$ cat src/rtl/ctrl_pkg.sv
package ctrl_pkg;
  localparam int OPC_W = 6;
  localparam int FN_W  = 6;
  localparam int AC_W  = 4;

  localparam logic [OPC_W-1:0] OPC_REG   = 6'h00;
  localparam logic [OPC_W-1:0] OPC_LOAD  = 6'h23;
  localparam logic [OPC_W-1:0] OPC_STORE = 6'h2B;
  localparam logic [OPC_W-1:0] OPC_BEQ   = 6'h04;
  localparam logic [OPC_W-1:0] OPC_JMP   = 6'h02;

  localparam logic [FN_W-1:0] FN_ADD = 6'h20;
  localparam logic [FN_W-1:0] FN_SUB = 6'h22;
  localparam logic [FN_W-1:0] FN_AND = 6'h24;
  localparam logic [FN_W-1:0] FN_OR  = 6'h25;
  localparam logic [FN_W-1:0] FN_NOR = 6'h27;
  localparam logic [FN_W-1:0] FN_SLT = 6'h2A;

  typedef enum logic [1:0] {
    CLS_ADD  = 2'b00,
    CLS_SUB  = 2'b01,
    CLS_FUNC = 2'b10
  } op_class_e;

  typedef enum logic [AC_W-1:0] {
    ALU_AND = 4'b0000,
    ALU_OR  = 4'b0001,
    ALU_ADD = 4'b0010,
    ALU_SUB = 4'b0110,
    ALU_SLT = 4'b0111,
    ALU_NOR = 4'b1100
  } alu_code_e;

  typedef struct packed {
    logic      dst_rd;
    logic      src_imm;
    logic      wb_mem;
    logic      reg_we;
    logic      mem_re;
    logic      mem_we;
    logic      branch;
    logic      jump;
    logic [1:0] op_class;
  } ctrl_t;
endpackage

$ cat src/rtl/ctrl_main_dec.sv
module ctrl_main_dec
  import ctrl_pkg::*;
(
  input  logic [OPC_W-1:0] opc_i,
  output ctrl_t            ctrl_o
);
  always_comb begin
    ctrl_o = '0;
    ctrl_o.op_class = CLS_ADD;
    unique case (opc_i)
      OPC_REG: begin
        ctrl_o.dst_rd   = 1'b1;
        ctrl_o.reg_we   = 1'b1;
        ctrl_o.op_class = CLS_FUNC;
      end
      OPC_LOAD: begin
        ctrl_o.src_imm = 1'b1;
        ctrl_o.wb_mem  = 1'b1;
        ctrl_o.reg_we  = 1'b1;
        ctrl_o.mem_re  = 1'b1;
      end
      OPC_STORE: begin
        ctrl_o.src_imm = 1'b1;
        ctrl_o.mem_we  = 1'b1;
      end
      OPC_BEQ: begin
        ctrl_o.branch   = 1'b1;
        ctrl_o.op_class = CLS_SUB;
      end
      OPC_JMP: begin
        ctrl_o.jump = 1'b1;
      end
      default: ;
    endcase
  end
endmodule

$ cat src/rtl/ctrl_alu_dec.sv
module ctrl_alu_dec
  import ctrl_pkg::*;
(
  input  logic [1:0]      op_class_i,
  input  logic [FN_W-1:0] fn_i,
  output logic [AC_W-1:0] alu_ctl_o
);
  logic [AC_W-1:0] fn_code;

  always_comb begin
    unique case (fn_i)
      FN_ADD:  fn_code = ALU_ADD;
      FN_SUB:  fn_code = ALU_SUB;
      FN_AND:  fn_code = ALU_AND;
      FN_OR:   fn_code = ALU_OR;
      FN_NOR:  fn_code = ALU_NOR;
      FN_SLT:  fn_code = ALU_SLT;
      default: fn_code = ALU_AND;
    endcase
  end

  always_comb begin
    if (op_class_i[1])      alu_ctl_o = fn_code;
    else if (op_class_i[0]) alu_ctl_o = ALU_SUB;
    else                    alu_ctl_o = ALU_ADD;
  end
endmodule

$ cat src/rtl/ctrl_decoder.sv
module ctrl_decoder
  import ctrl_pkg::*;
#(
  parameter int INSTR_W = 32
) (
  input  logic               clk,
  input  logic               rst,
  input  logic [INSTR_W-1:0] instr_i,
  output logic               dst_rd_o,
  output logic               src_imm_o,
  output logic               wb_mem_o,
  output logic               reg_we_o,
  output logic               mem_re_o,
  output logic               mem_we_o,
  output logic               branch_o,
  output logic               jump_o,
  output logic [1:0]         alu_op_o,
  output logic [AC_W-1:0]    alu_ctl_o
);
  localparam int OPC_LSB = INSTR_W - OPC_W;

  logic [OPC_W-1:0] opc;
  logic [FN_W-1:0]  fn;
  logic             unused_mid;
  ctrl_t            ctrl_d;
  logic [AC_W-1:0]  alu_d;

  assign opc        = instr_i[INSTR_W-1:OPC_LSB];
  assign fn         = instr_i[FN_W-1:0];
  assign unused_mid = ^instr_i[OPC_LSB-1:FN_W];

  ctrl_main_dec u_main (
    .opc_i  (opc),
    .ctrl_o (ctrl_d)
  );

  ctrl_alu_dec u_alu (
    .op_class_i (ctrl_d.op_class),
    .fn_i       (fn),
    .alu_ctl_o  (alu_d)
  );

  always_ff @(posedge clk) begin
    if (rst) begin
      {dst_rd_o, src_imm_o, wb_mem_o, reg_we_o, mem_re_o,
       mem_we_o, branch_o, jump_o, alu_op_o} <= '0;
      alu_ctl_o <= '0;
    end else begin
      {dst_rd_o, src_imm_o, wb_mem_o, reg_we_o, mem_re_o,
       mem_we_o, branch_o, jump_o, alu_op_o} <= ctrl_d;
      alu_ctl_o <= alu_d;
    end
  end
endmodule

$ cat config.mk
export PLATFORM = sky130hd
export DESIGN_NAME = ctrl_decoder
export DESIGN_NICKNAME = d
export VERILOG_FILES = /design/src/rtl/ctrl_pkg.sv /design/src/rtl/ctrl_main_dec.sv /design/src/rtl/ctrl_alu_dec.sv /design/src/rtl/ctrl_decoder.sv
export SDC_FILE = /design/constraint.sdc
export NUM_CORES = 1
export LEC_CHECK = 0
export ABC_AREA = 1
export BUFFER_PORTS_ARGS = -buffer_cell sky130_fd_sc_hd__buf_2
export CAP_MARGIN = 10
export CORE_MARGIN = 5
export CORE_UTILIZATION = 34
export DETAILED_ROUTE_END_ITERATION = 10
export HOLD_SLACK_MARGIN = 0.02
export PLACE_DENSITY = 0.76
export SYNTH_ARGS = -nofsm -noshare
export SYNTH_HDL_FRONTEND = slang
export SYNTH_SLANG_ARGS = --single-unit
$ cat constraint.sdc
create_clock -name clk -period 0.8 [get_ports clk]
set_clock_uncertainty 0.1 [all_clocks]
set_input_delay 0.04 -clock clk [delete_from_list [all_inputs] [get_ports clk]]
set_output_delay 0.04 -clock clk [all_outputs]
set_load 0.005 [all_outputs]
==> impl_metrics.py <==
metrics = {
    "yosys": {
        "syn_avg_cell_area_sq_um": 7.526,
        "yosys_register_bits": 12,
        "synth_cells": 67,
        "synth_area_leaders": "dfxtp_1, inv_1, nor2_1",
        "syn_nets": 101,
        "yosysUniqueCellTypes": 13,
        "yosys.area.top_type": "dfxtp_1",
        "yosysWarnings": 0,
        "ys_seq_area_share_pct": 47.64,
        "synth_area_sq_um": 504.2,
        "synth_top_area_share_pct": 47.64,
    },
    "cts": {
        "clkSinkCount": 12,
        "cts_root_buf": "clkbuf_4",
        "clk_pin_slew_ns": 0.08,
        "h-tree-depth": 1,
        "cts_setup_buffers": 0,
        "cts_tree": "yes",
        "cts_made_buffers": 3,
        "cts_buffer_depth": 2,
    },
    "critical_path": {
        "critPathArrivalTime_ns": 0.71,
        "slowest_stage": "dfxtp_2",
        "crit_type": "register to output port",
        "crit_cells": 1,
        "worstPathCellList": "buf_2",
        "critPathTopFamily": "flip-flops",
        "worstSetupStartpointType": "register",
        "cp_max_fo": 2,
        "cp.required_ns": 0.66,
        "slowest_delay_ns": 0.32,
        "timing.critical_path.buf_inv": 1,
        "endpoint_kind": "output port",
    },
    "placement": {
        "gp_congestion": 0.8137,
        "dp_hpwl_um": 980.6,
        "place_area_sq_um": 725.7,
        "io_buffers": 27,
    },
    "cells_and_area": {
        "area_delta_synth_final_pct": 55.09,
        "final_area_sq_um": 782.0,
        "diodes": 0,
        "fin_util_pct": 57.92,
        "layout.nets": 143,
        "drive_above_1_share_pct": 47.22,
    },
    "floorplan": {
        "initial_core_util_pct": 37.35,
        "die_width_um": 48.51,
        "die-area_sq_mm": 0.002353,
        "die_y_um": 48.51,
        "std_cell_rows": 13,
        "ios": 48,
        "core_area_sq_mm": 0.001350,
    },
    "sta": {
        "worst_slack_ns": -0.05159,
        "report.final.slew_viol_count": 0,
        "fmax_mhz": 1174,
        "relSlewSlack_pct": 86.08,
        "layout_min_cycle_time_ns": 0.8516,
        "post-route-period-util_pct": 106.4,
        "finalSetupViolations": 14,
        "rsz0062_at_grt": "yes",
        "worst_slew_pin_slew_ns": 0.2069,
        "hold_viol": 7,
        "hold-worst-slack_ns": -0.04766,
    },
    "outcome": {
        "violations": "negative hold slack, negative setup slack",
        "status": "complete, but fails checks",
    },
    "pwr": {
        "p_per_area_mw_per_mm2": 1583,
        "leakagePower_nw": 0.4535,
        "irDropWorstVdd_mv": 0.6259,
    },
    "min_path": {
        "min_path_cells": 3,
        "hp-start": "rst",
        "hp-class": "input port to register",
        "whs_endpoint": "mem_re_o$_SDFF_PP0_",
    },
    "route": {
        "ant_nets": 0,
        "first_iter_violations": 12,
        "vias": 549,
        "wl_um": 1133,
        "firstDrtPassIters": 4,
        "drc": 0,
        "via_per_inst": 4.463,
        "wl_per_cell_um": 9.211,
    },
    "global_route": {
        "grt_pass1_vias": 503,
        "grt-ovfl-total": 0,
        "grt_pass1_wl_um": 2076,
        "antenna_found_initial": 0,
        "grt_max_degree": 8,
        "grt_use_total_pct": 10.57,
    },
    "run": {
        "drv_cap": 0,
    },
}
==> where the power goes <==
group / leakage (nW) / switching, W / internal (W)
Clock: 0.0210 / 0.000203 / 0.000277
Combinational: 0.334 / 0.0000750 / 0.0000797
Sequential: 0.0986 / 0.00000117 / 0.000603
==> final cells by class <==
type / instances / area [sq um]
sequential: 12 / 244.0
multi-input combinational: 39 / 196.4
fill: 129 / 568.0
tap: 15 / 18.77
inverter: 14 / 52.55
timing repair buffer: 39 / 234.0
clock buffer: 4 / 36.28
==> per-stage QoR <==
| stage | setup WS, ns | power [W] | instances | setup TNS [ns] |
|---|---|---|---|---|
| finish | -0.05159 | 0.001238 | 123 | -0.4238 |
| global placement | -0.04072 | 0.0007652 | 118 | -0.1261 |
| detailed placement | -0.05758 | 0.0007696 | 118 | -0.2165 |
| CTS | -0.04592 | 0.001233 | 123 | -0.4104 |
| floorplan | 0.1348 | 0.0006679 | 67 | 0 |
| global route | -0.07023 | 0.001285 | 123 | -0.6896 |
==> cells by family (layout without fill, tap and decap cells) <==
kind of cell	Yosys count	in the layout	synth area share (%)
flip-flops	12	12	47.64
AO/OA/AOI/OAI	3	3	3.475
AND/OR/NAND/NOR	36	36	35.48
buffers and inverters	16	57	13.40
==> repair_timing <==
action,in CTS,in global routing
hold buffers,1,1
endpoints found under the setup margin,14,16
gates resized for setup,0,4
hold endpoints to repair,8,6
==> Yosys cell counts <==
| cell type | instances |
|---|---|
| inv_1 | 14 |
| dfxtp_1 | 12 |
| nor2_1 | 12 |
| nand2_1 | 7 |
| nand3_1 | 7 |
| nand4_1 | 3 |
| a21oi_1 | 2 |
| buf_4 | 2 |
| nand2_2 | 2 |
| nor2_2 | 2 |
| nor2_4 | 2 |
| nor4_1 | 1 |
| o21bai_1 | 1 |
==> registers in the layout (all words and copies together), names as in the netlist <==
signal,count
alu_ctl_o,4
alu_op_o,1
branch_o,1
dst_rd_o,1
jump_o,1
mem_re_o,1
mem_we_o,1
reg_we_o,1
src_imm_o,1
==> per-layer routing <==
metal	GRT usage, %	vias to the layer above	part of all wire, %
li1	-	288	-
met5	0	-	0
met1	13.20	234	40
met2	16.09	25	50
met4	5.381	0	0.79
met3	3.364	2	8.9
==> placed cells by master (no fill, tap or decap), drive strengths merged <==
cell and instances:
nor4 1, nor2 16, o21bai 1, nand2 9, dlygate4sd3 1, buf 38
a21oi 2, dfxtp 12, clkbuf 4, nand3 7, inv 14, nand4 3
==> how the worst max path moves through the flow <==
stage / start / endpoint / slack (ns)
floorplan: instr_i[28] / alu_ctl_o[0]$_SDFF_PP0_ / 0.13
global placement: instr_i[31] / alu_ctl_o[3]$_SDFF_PP0_ / -0.04
detailed placement: instr_i[31] / alu_ctl_o[2]$_SDFF_PP0_ / -0.06
CTS: mem_re_o$_SDFF_PP0_ / mem_re_o / -0.05
global route: mem_re_o$_SDFF_PP0_ / mem_re_o / -0.07
finish: mem_re_o$_SDFF_PP0_ / mem_re_o / -0.05
No activity file was read; power rests on OpenSTA's default activity.
